`config.mk`:
```
export PLATFORM = sky130hd
export DESIGN_NAME = clkloss_supervisor
export DESIGN_NICKNAME = d
export VERILOG_FILES = /design/src/rtl/clkloss_pkg.sv /design/src/rtl/clkloss_qual_cnt.sv /design/src/rtl/clkloss_flag.sv /design/src/rtl/clkloss_ctrl.sv /design/src/rtl/clkloss_supervisor.sv
export SDC_FILE = /design/constraint.sdc
export NUM_CORES = 1
export LEC_CHECK = 0
export BUFFER_PORTS_ARGS = -buffer_cell sky130_fd_sc_hd__buf_2
export CAP_MARGIN = 20
export CORE_ASPECT_RATIO = 2
export CORE_MARGIN = 1.5
export CORE_UTILIZATION = 30
export DETAILED_ROUTE_END_ITERATION = 6
export GPL_TIMING_DRIVEN = 1
export HOLD_SLACK_MARGIN = 0.03
export PLACE_DENSITY = 0.55
export SKIP_CTS_REPAIR_TIMING = 1
export SYNTH_ARGS = -nofsm -noshare
export SYNTH_HDL_FRONTEND = slang
export SYNTH_SLANG_ARGS = --single-unit
export TNS_END_PERCENT = 50
```
`constraint.sdc`:
```
create_clock -name clk -period 5.4 [get_ports clk]
set_clock_uncertainty 0.15 [all_clocks]
set_input_delay 0.27 -clock clk [delete_from_list [all_inputs] [get_ports clk]]
set_output_delay 0.27 -clock clk [all_outputs]
set_load 0.02 [all_outputs]
```
`src/rtl/clkloss_pkg.sv`:
```
// Package: shared constants for the oscillator loss supervisor.
// Assumes one oscillator-cycle counter sized for the qualification window.
package clkloss_pkg;
    localparam int QUAL_CYCLES = 4096;
    localparam int CNT_W       = $clog2(QUAL_CYCLES) + 1;
    typedef logic [CNT_W-1:0] qcnt_t;
endpackage

```
`src/rtl/clkloss_qual_cnt.sv`:
```
// Module: oscillator quality counter.
// Counts consecutive oscillator cycles with no failure while a check runs,
// and pulses done on the cycle that completes the window.
// Assumes run is a registered level that drops the cycle after done.
module clkloss_qual_cnt #(
    parameter int QUAL_CYCLES = clkloss_pkg::QUAL_CYCLES,
    parameter int CNT_W       = clkloss_pkg::CNT_W
) (
    input  logic clk,
    input  logic rst_n,
    input  logic run,
    input  logic fail,
    output logic done
);
    localparam logic [CNT_W-1:0] TERM = CNT_W'(QUAL_CYCLES - 1);

    logic [CNT_W-1:0] cnt;

    // Terminal count reached on a clean cycle.
    assign done = run && !fail && (cnt == TERM);

    // Advance on clean cycles, restart on failure or when idle.
    always_ff @(posedge clk) begin
        if (!rst_n || !run || fail) begin
            cnt <= '0;
        end else if (!done) begin
            cnt <= cnt + 1'b1;
        end
    end
endmodule

```
`src/rtl/clkloss_flag.sv`:
```
// Module: sticky self-clock flag and its interrupt request.
// Set wins over a same-cycle software clear; the request is gated by the enable.
module clkloss_flag (
    input  logic clk,
    input  logic rst_n,
    input  logic set,
    input  logic clr,
    input  logic ie,
    output logic flag,
    output logic irq
);
    logic flag_nx;

    // Next flag value: set has priority over clear.
    assign flag_nx = set || (flag && !clr);

    // Register the flag and the gated request.
    always_ff @(posedge clk) begin
        if (!rst_n) begin
            flag <= 1'b0;
            irq  <= 1'b0;
        end else begin
            flag <= flag_nx;
            irq  <= flag_nx && ie;
        end
    end
endmodule

```
`src/rtl/clkloss_ctrl.sv`:
```
// Module: wait state and self-clock mode control.
// Holds the wait state, the self-clock state and the PLL, regulator and
// clock-select outputs, all as flops. Assumes qual_done only pulses while
// scm_active is 1.
module clkloss_ctrl (
    input  logic clk,
    input  logic rst_n,
    input  logic mon_fail,
    input  logic mon_en,
    input  logic scm_en,
    input  logic pll_in_wait,
    input  logic wait_req,
    input  logic wake_irq,
    input  logic ext_rst,
    input  logic qual_done,
    output logic scm_enter,
    output logic cm_rst_req,
    output logic scm_active,
    output logic pll_en,
    output logic vreg_en,
    output logic sysclk_sel,
    output logic in_wait,
    output logic rst_seq
);
    logic wake_evt;

    // Fallback entry and wait exit events.
    assign scm_enter = mon_en && scm_en && mon_fail && !scm_active;
    assign wake_evt  = in_wait && (wake_irq || ext_rst);

    // Reset request and reset-sequence pulse.
    always_ff @(posedge clk) begin
        if (!rst_n) begin
            cm_rst_req <= 1'b0;
            rst_seq    <= 1'b0;
        end else begin
            cm_rst_req <= mon_en && !scm_en && mon_fail;
            rst_seq    <= ext_rst;
        end
    end

    // Self-clock mode and clock select change on the same transitions.
    always_ff @(posedge clk) begin
        if (!rst_n) begin
            scm_active <= 1'b0;
            sysclk_sel <= 1'b0;
        end else if (scm_enter) begin
            scm_active <= 1'b1;
            sysclk_sel <= 1'b1;
        end else if (qual_done) begin
            scm_active <= 1'b0;
            sysclk_sel <= 1'b0;
        end
    end

    // Wait state entry and exit.
    always_ff @(posedge clk) begin
        if (!rst_n) begin
            in_wait <= 1'b0;
        end else if (!in_wait && wait_req) begin
            in_wait <= 1'b1;
        end else if (wake_evt) begin
            in_wait <= 1'b0;
        end
    end

    // PLL and regulator enables across run, wait and fallback.
    always_ff @(posedge clk) begin
        if (!rst_n) begin
            pll_en  <= 1'b1;
            vreg_en <= 1'b1;
        end else if (wake_evt) begin
            pll_en  <= 1'b1;
            vreg_en <= 1'b1;
        end else if (in_wait) begin
            if (scm_enter) begin
                pll_en  <= 1'b1;
                vreg_en <= 1'b1;
            end else if (qual_done) begin
                pll_en  <= !pll_in_wait;
            end
        end else if (wait_req) begin
            pll_en  <= !pll_in_wait || scm_active || scm_enter;
            vreg_en <= scm_active || scm_enter;
        end else begin
            pll_en  <= 1'b1;
            vreg_en <= 1'b1;
        end
    end
endmodule

```
`src/rtl/clkloss_supervisor.sv`:
```
// Module: top of the oscillator loss supervisor.
// Connects the control state, the quality counter and the sticky flag.
// Assumes every input is synchronous to the oscillator clock.
module clkloss_supervisor #(
    parameter int QUAL_CYCLES = clkloss_pkg::QUAL_CYCLES,
    parameter int CNT_W       = $clog2(QUAL_CYCLES) + 1
) (
    input  logic clk,
    input  logic rst_n,
    input  logic mon_fail,
    input  logic mon_en,
    input  logic scm_en,
    input  logic scm_ie,
    input  logic pll_in_wait,
    input  logic wait_req,
    input  logic wake_irq,
    input  logic ext_rst,
    input  logic flag_clr,
    output logic cm_rst_req,
    output logic scm_active,
    output logic scm_flag,
    output logic scm_irq,
    output logic pll_en,
    output logic vreg_en,
    output logic sysclk_sel,
    output logic in_wait,
    output logic rst_seq
);
    logic qual_done;
    logic scm_enter;

    clkloss_ctrl u_ctrl (
        .clk(clk), .rst_n(rst_n), .mon_fail(mon_fail), .mon_en(mon_en),
        .scm_en(scm_en), .pll_in_wait(pll_in_wait), .wait_req(wait_req),
        .wake_irq(wake_irq), .ext_rst(ext_rst), .qual_done(qual_done),
        .scm_enter(scm_enter), .cm_rst_req(cm_rst_req), .scm_active(scm_active),
        .pll_en(pll_en), .vreg_en(vreg_en), .sysclk_sel(sysclk_sel),
        .in_wait(in_wait), .rst_seq(rst_seq)
    );

    clkloss_qual_cnt #(.QUAL_CYCLES(QUAL_CYCLES), .CNT_W(CNT_W)) u_qual (
        .clk(clk), .rst_n(rst_n), .run(scm_active), .fail(mon_fail),
        .done(qual_done)
    );

    clkloss_flag u_flag (
        .clk(clk), .rst_n(rst_n), .set(scm_enter), .clr(flag_clr),
        .ie(scm_ie), .flag(scm_flag), .irq(scm_irq)
    );
endmodule

```
[Yosys cells after proc, flatten, opt, wreduce, memory -nomap -nowiden]
Index checks and enable logic that the tools add are counted.
Storage, ports and cells
  register bits after elaboration: 21
  bits of input ports: 11
Operators by class
  reduce and logical (&&, ||, !) cells: 28
  bitwise gates (word level): 1
  equal/unequal tests: 3
  mux-type cells: 11
  add/sub/neg operators: 1
Operators with widths (count)
  $add A13 B1 Y13 const B: 1
  $eq A13 B12 Y1 const B: 1
  $logic_and A1 B1 Y1: 11
  $mux W1: 11
  $logic_not A1 Y1: 7
  $logic_or A1 B1 Y1: 7
  $reduce_bool A2 Y1: 2
  $ne A3 B2 Y1 const B: 1
  $ne A2 B1 Y1 const B: 1
  $reduce_or A2 Y1: 1
  $not A1 Y1: 1

[Depth between registers and ports, before layout]
Gate-level depths: netlist of run 1.
  word-level depth: 6
  depth in mapped cells: 6

[By module]
Synthesis of run 1 repeated with hierarchy kept, for this count alone.
Unflattened totals
  cell total of the unflattened synthesis: 92
  area total of the unflattened synthesis: 968.4 um2
By module, submodules not included
  clkloss_qual_cnt: instances 1, cells each 61, area each 621.8 um2
  clkloss_ctrl: instances 1, cells each 26, area each 275.3 um2
  clkloss_flag: instances 1, cells each 5, area each 71.3 um2

[Least setup slack after synthesis of run 1]
OpenSTA, ideal clock, no wires.
  kind: register to register
  from: register, netlist name u_ctrl.sysclk_sel
  to: register u_qual.cnt[1]
  data required time: 5.123 ns
  buffers on the path: 1
  path slack: 3.387 ns
  clock period less this slack: 2.013 ns
  cell stages (with the launch flop): 6
  arrival time: 1.736 ns
  cells stage by stage: dfxtp_1 buf_4 or3b_4 or4_4 o22ai_1 nor2_1
RTL lines
  to (signal assigned): RTL line clkloss_qual_cnt.sv:27  | cnt <= cnt + 1'b1;
  to (decl): RTL line clkloss_qual_cnt.sv:17  | logic [CNT_W-1:0] cnt;

[Worst setup path after layout of run 1]
  from: register u_qual.cnt[0]
  to: register u_qual.cnt[10]
Between the ends
  longest elaborated chain between the ends: 2
RTL lines
  branches (longest 2 deep; another with $add A13 B1 Y13)
Parallel ways; which one is timed is not known.
A chain may end at the register's enable or synchronous reset.

==> impl_metrics.csv, run 1 <==
group,metric,value,unit
run_status,status,"complete, no violations",
logic_synthesis,syn_area_per_cell,9.179,um^2
sta,timing.final.crit_share,37.40,%
pwr,total_power,0.0002864,W
detailed_routing,vias,884,
logic_synthesis,ys_warn_count,0,
grt,antenna_found_initial,0,
final_layout,final_cells,154,
detailed_routing,antenna_left,0,
critical_path,worstPathArrival,2030,ps
critical_path,reg2reg_from,"u_qual.cnt[0]$_SDFFE_PP0N_",
placement,gp_congestion,0.8100,
placement,post-dp-hpwl,1775,um
sta,max_freq,495.1,MHz
critical_path,cp-startpoint,"u_qual.cnt[0]$_SDFFE_PP0N_",
sta,drv_slew,0,
logic_synthesis,synth_edf_count,0,
critical_path,cp_slowest_cell,"a211oi_1",
logic_synthesis,synth.net_count,116,
clock_network,clk_pin_slew,80,ps
placement,place_area,1069,um^2
critical_path,worstPathCellList,"ha_1, nand3_1, a211oi_1, a31oi_1, a41o_1",
final_layout,fin_area,1114,um^2
clock_network,numCtsBuffers,3,
grt,grt_start_max_net_pins,12,
die,num_rows,28,
pwr,leakage,0.4352,nW
die,die-height,82.78,um
run,max_cap_violations,0,
die,dieArea,3550,um^2
logic_synthesis,syn_inst,104,
sta,tns,0,ps
critical_path,crit_type,"reg -> reg",
logic_synthesis,synth-async-reset-ratio,0,%
die,coreArea,2978,um^2
clock_network,clk_latency,260,ps
die,pin_count,20,
clock_network,cts_tree,"done",
critical_path,cp.required,5410,ps
final_layout,diodes,0,
sta,max_slew_margin,59.84,%
grt,globalRouteTotalUtil,14.75,%
hold_path,hold_class,"in -> reg",
logic_synthesis,synth_flop_cell,"dfxtp_1",
detailed_routing,dr.pass1.iters,4,
sta,finalHoldViolations,0,
final_layout,finalNetCount,137,
logic_synthesis,synth_seq_cells,21,
logic_synthesis,synthDistinctLibCells,40,
final_layout,syn2layout_area_growth,16.64,%
clock_network,htree_levels,1,
final_layout,fillers,318,
sta,layout_min_cycle_time,2020,ps
clock_network,clockBufferDepth,2,
detailed_routing,drt-total-wl,2314,um
grt,grt_pass1_wl,3857,um
grt,grt_pass1_vias,846,
critical_path,path_buf_inv,0,
detailed_routing,avgRoutedWirePerCell,15.03,um
die,die_width,42.89,um
critical_path,critPathLaunchType,"flop",
detailed_routing,viasPerCell,5.740,
clock_network,cts-root-buf,"clkbuf_8",
logic_synthesis,ys_seq_area_share,44.04,%
pwr,pwr_density_cell,257.2,nW/um^2
pwr,vdd_drop_max,0.09167,mV
final_layout,layout-drive-gt1-share,21.77,%
hold_path,hp-start,"scm_ie",
die,initial_core_util,32.06,%
placement,place_worst_setup_slack,3391,ps
critical_path,endpoint_kind,"flop",
logic_synthesis,synth_area,954.7,um^2
sta,rsz0062_at_grt,"false",
critical_path,crit_family,"compound AO/OA/AOI/OAI gates",
final_layout,multi_input_area,511.7,um^2
placement,io_buffers,19,
grt,grt_overflow,0,
sta,setup_slack,3380,ps
final_layout,seqCellArea,420.4,um^2
critical_path,cp_max_fo,8,
detailed_routing,drt_iter0_drc,9,
clock_network,cts_sinks,21,
placement,dp_cells,150,
detailed_routing,drcViolationCount,0,
critical_path,slowest_delay,530,ps
sta,setup_viol_count_final,0,
sta,max_slew.worst_pin.slew,596.9,ps
kinds of logic after synthesis:
logic type,count (synthesis),synth area share [%]
buffers and inverters,4,2.358
XOR/XNOR,3,2.753
AO/OA/AOI/OAI,24,16.78
flip-flops,21,44.04
AND/OR/NAND/NOR,51,32.77
adder cells (fa/ha/maj),1,1.310
area by class of cell:
cell class              count  share of cell area [%]
clock buffers               4                   4.045
inverters                   1                  0.3371
multi-input cells          79                   45.95
flip-flops and latches     21                   37.75
well taps                  30                   3.371
repair buffers             19                   8.539
synthesized netlist by cell type (2+ instances only):
cell type  count  area (um^2)
nand2_1        7        26.28
o211ai_1       2        15.01
xnor2_1        2        17.52
nor2_1        10        37.54
buf_4          2        15.01
and2_1         3        18.77
nand3_1        7        35.03
dfxtp_1       21        420.4
o21ai_0        5        25.02
nor3b_1        2        15.01
nor3_1         2        10.01
o22ai_1        2        12.51
and4_1         3        26.28
a31oi_1        4        25.02
a21oi_1        3        15.01
nand4_1        3        18.77
nand3b_1       2        15.01
or3_1          2        12.51
registers in the layout (all words and copies together) (netlist names):
name and count:
u_flag.flag 1, u_ctrl.rst_seq 1, u_ctrl.in_wait 1, u_ctrl.pll_en 1, u_ctrl.vreg_en 1, u_ctrl.cm_rst_req 1, u_ctrl.sysclk_sel 1, u_qual.cnt 13
u_flag.irq 1
where the power goes:
part           internal (W)  leakage, nW  switching (W)
Clock             0.0000527       0.0228      0.0000524
Combinational    0.00000930        0.242      0.0000117
Sequential         0.000158        0.170     0.00000264
routing by layer:
layer | wire (um) | global-route usage, %
met4 | 57 | 8.750
met1 | 836 | 13.64
met5 | 0 | 0
met3 | 99 | 1.299
met2 | 1319 | 29.70
metrics by stage:
| step | util [%] | hold slack, ps |
|---|---|---|
| 2_1_floorplan | - | 241.7 |
| 3_3_place_gp | 35.88 | 327.6 |
| 3_5_place_dp | 35.88 | 329.4 |
| 4_1_cts | 37.40 | 57.34 |
| 5_1_grt | 37.40 | 76.61 |
| 6_report | 37.40 | 52.06 |
final timing paths:
check,to,slack [ps],cells after the start
worst min register to register,u_qual.cnt[11]$_SDFFE_PP0N_,350,1
worst min-delay path,u_flag.irq$_SDFF_PN0_,50,2
worst max register to register,u_qual.cnt[10]$_SDFFE_PP0N_,3380,5
worst max-delay path,u_qual.cnt[10]$_SDFFE_PP0N_,3380,5
placed cells by master (no fill, tap or decap), types with 2 or more instances in the layout:
| cell | count |
|---|---|
| nand2_1 | 7 |
| nor3b_1 | 2 |
| or3_1 | 2 |
| o22ai_1 | 2 |
| nor3_1 | 2 |
| and4_1 | 3 |
| a31oi_1 | 4 |
| o21ai_0 | 5 |
| nor2_1 | 10 |
| o211ai_1 | 2 |
| nand3b_1 | 2 |
| a21oi_1 | 3 |
| xnor2_1 | 2 |
| buf_2 | 19 |
| and2_1 | 3 |
| clkbuf_8 | 3 |
| dfxtp_1 | 21 |
| nand3_1 | 7 |
| nand4_1 | 3 |
No activity file was read; power rests on OpenSTA's default activity.
==> run 2: changes to the inputs <==
==> constraint.sdc (replaced) <==
create_clock -name clk -period 1.94 [get_ports clk]
set_clock_uncertainty 0.15 [all_clocks]
set_input_delay 0.097 -clock clk [delete_from_list [all_inputs] [get_ports clk]]
set_output_delay 0.097 -clock clk [all_outputs]
set_load 0.02 [all_outputs]
==> impl_metrics.csv, run 2 (same netlist as run 1, synthesis figures left out) <==
group,metric,value,unit
sta,drv_slew,0,
critical_path,worstPathCellList,"nand4_1, or4_4, o22ai_1, nor2_1",
detailed_routing,avgRoutedWirePerCell,14.90,um
clock_network,clk_pin_slew,70,ps
clock_network,clockBufferDepth,2,
sta,max_freq,551.4,MHz
critical_path,endpoint_kind,"flop",
final_layout,top_register,"u_qual.cnt",
detailed_routing,vias,966,
pwr,pwr_density_cell,628.9,nW/um^2
critical_path,cp_max_fo,7,
detailed_routing,drt-total-wl,2563,um
run,max_cap_violations,0,
run_status,status,"complete, no violations",
detailed_routing,antenna_left,0,
pwr,p_comb_share,9.2,%
pwr,vdd_drop_max,0.2164,mV
pwr,leakage,0.5247,nW
pwr,power_switching,0.0001789,W
hold_path,hold_class,"in -> reg",
critical_path,crit_type,"reg -> reg",
die,num_rows,28,
sta,setup_viol_count_final,0,
die,initial_core_util,32.06,%
pwr,clock_power_share,35.2,%
critical_path,worstPathArrival,1820,ps
detailed_routing,dr.pass1.iters,4,
clock_network,cts_tree,"done",
final_layout,finalNetCount,155,
grt,grt_start_max_net_pins,12,
grt,globalRouteTotalUtil,15.43,%
pwr,switching_share,22.35,%
grt,antenna_found_initial,0,
final_layout,fillers,289,
sta,max_slew_margin,74.00,%
die,dieArea,3550,um^2
die,pin_count,20,
final_layout,diodes,0,
die,coreArea,2978,um^2
clock_network,numCtsBuffers,3,
critical_path,cp_slowest_cell,"or4_4",
clock_network,htree_levels,1,
critical_path,cp.required,1940,ps
pwr,seqPwrFrac,55.5,%
clock_network,clk_latency,250,ps
final_layout,mostFrequentLayoutCell,"dfxtp_1",
placement,gp_congestion,0.8520,
grt,grt_pass1_wl,3995,um
critical_path,slowest_delay,620,ps
sta,finalHoldViolations,0,
final_layout,syn2layout_area_growth,33.29,%
grt,grt_pass1_vias,938,
clock_network,cts_sinks,21,
final_layout,largest_reg_flops,13,
sta,rsz0062_at_grt,"true",
sta,max_slew.worst_pin.slew,387.1,ps
final_layout,layout-drive-gt1-share,28.17,%
final_layout,fin_area,1272,um^2
final_layout,layout_common_cells,"dfxtp_1 (20), buf_2 (19), buf_4 (11)",
placement,io_buffers,19,
detailed_routing,drt_iter0_drc,13,
sta,timing.final.crit_share,93.48,%
critical_path,crit_family,"simple AND/OR/NAND/NOR gates",
critical_path,path_buf_inv,0,
die,die-height,82.78,um
grt,grt_overflow,0,
placement,post-dp-hpwl,1909,um
pwr,total_power,0.0008002,W
die,die_width,42.89,um
sta,layout_min_cycle_time,1814,ps
detailed_routing,viasPerCell,5.616,
pwr,p_int,0.0006214,W
critical_path,critPathLaunchType,"flop",
clock_network,cts-root-buf,"clkbuf_8",
detailed_routing,drcViolationCount,0,
placement,place_area,1152,um^2
[run 2: path summary, 6_finish.rpt]
check,startpoint,to,slack (ps),cells after the start
worst max-delay path,u_qual.cnt[8]$_SDFFE_PP0N_,u_qual.cnt[1]$_SDFFE_PP0N_,130,4
worst min-delay path,wait_req,u_ctrl.in_wait$_SDFFE_PN0P_,20,3
worst max register to register,u_qual.cnt[8]$_SDFFE_PP0N_,u_qual.cnt[1]$_SDFFE_PP0N_,130,4
worst min register to register,u_qual.cnt[12]$_SDFFE_PP0N_,u_qual.cnt[12]$_SDFFE_PP0N_,340,1
[run 2: per-layer routing]
layer / GRT usage (%) / share of wire, % / wire length [um]
met3: 1.732 / 3.7 / 96
met4: 12.50 / 3.8 / 98
met5: 0 / 0 / 0
met2: 31.67 / 57 / 1464
met1: 12.07 / 35 / 903
[run 2: cell type report]
cell class | count | area, um^2 | share of cell area [%]
clock buffers | 4 | 45.04 | 3.540
multi-input cells | 79 | 516.7 | 40.61
well taps | 30 | 37.54 | 2.950
flip-flops and latches | 21 | 421.7 | 33.14
inverters | 1 | 3.754 | 0.2950
repair buffers | 37 | 247.7 | 19.47
[run 2: worst min-delay path, delay by kind of cell]
family          cells  cell delay [ps]
compound gates      1               90
buf+inv             1              110
simple gates        1               80
[run 2: through the flow]
step	TNS, ps	setup slack [ps]	hold WS (ps)	util [%]	instances
3_5_place_dp	0	93.72	153.3	38.70	161
3_3_place_gp	0	176.6	153.9	38.70	161
5_1_grt	-26.83	-13.72	32.60	42.73	172
2_1_floorplan	0	15.41	68.71	-	104
4_1_cts	0	91.26	-113.3	40.21	165
6_report	0	126.5	18.70	42.73	172
[run 2: power by group through the flow]
stage / logic [W] / registers (W) / clock network (W)
2_1_floorplan: 0.0000262 / 0.000464 / 0
3_3_place_gp: 0.0000629 / 0.000454 / 0
3_5_place_dp: 0.0000632 / 0.000455 / 0
4_1_cts: 0.0000638 / 0.000444 / 0.000294
5_1_grt: 0.0000805 / 0.000445 / 0.000308
6_report: 0.0000738 / 0.000444 / 0.000282
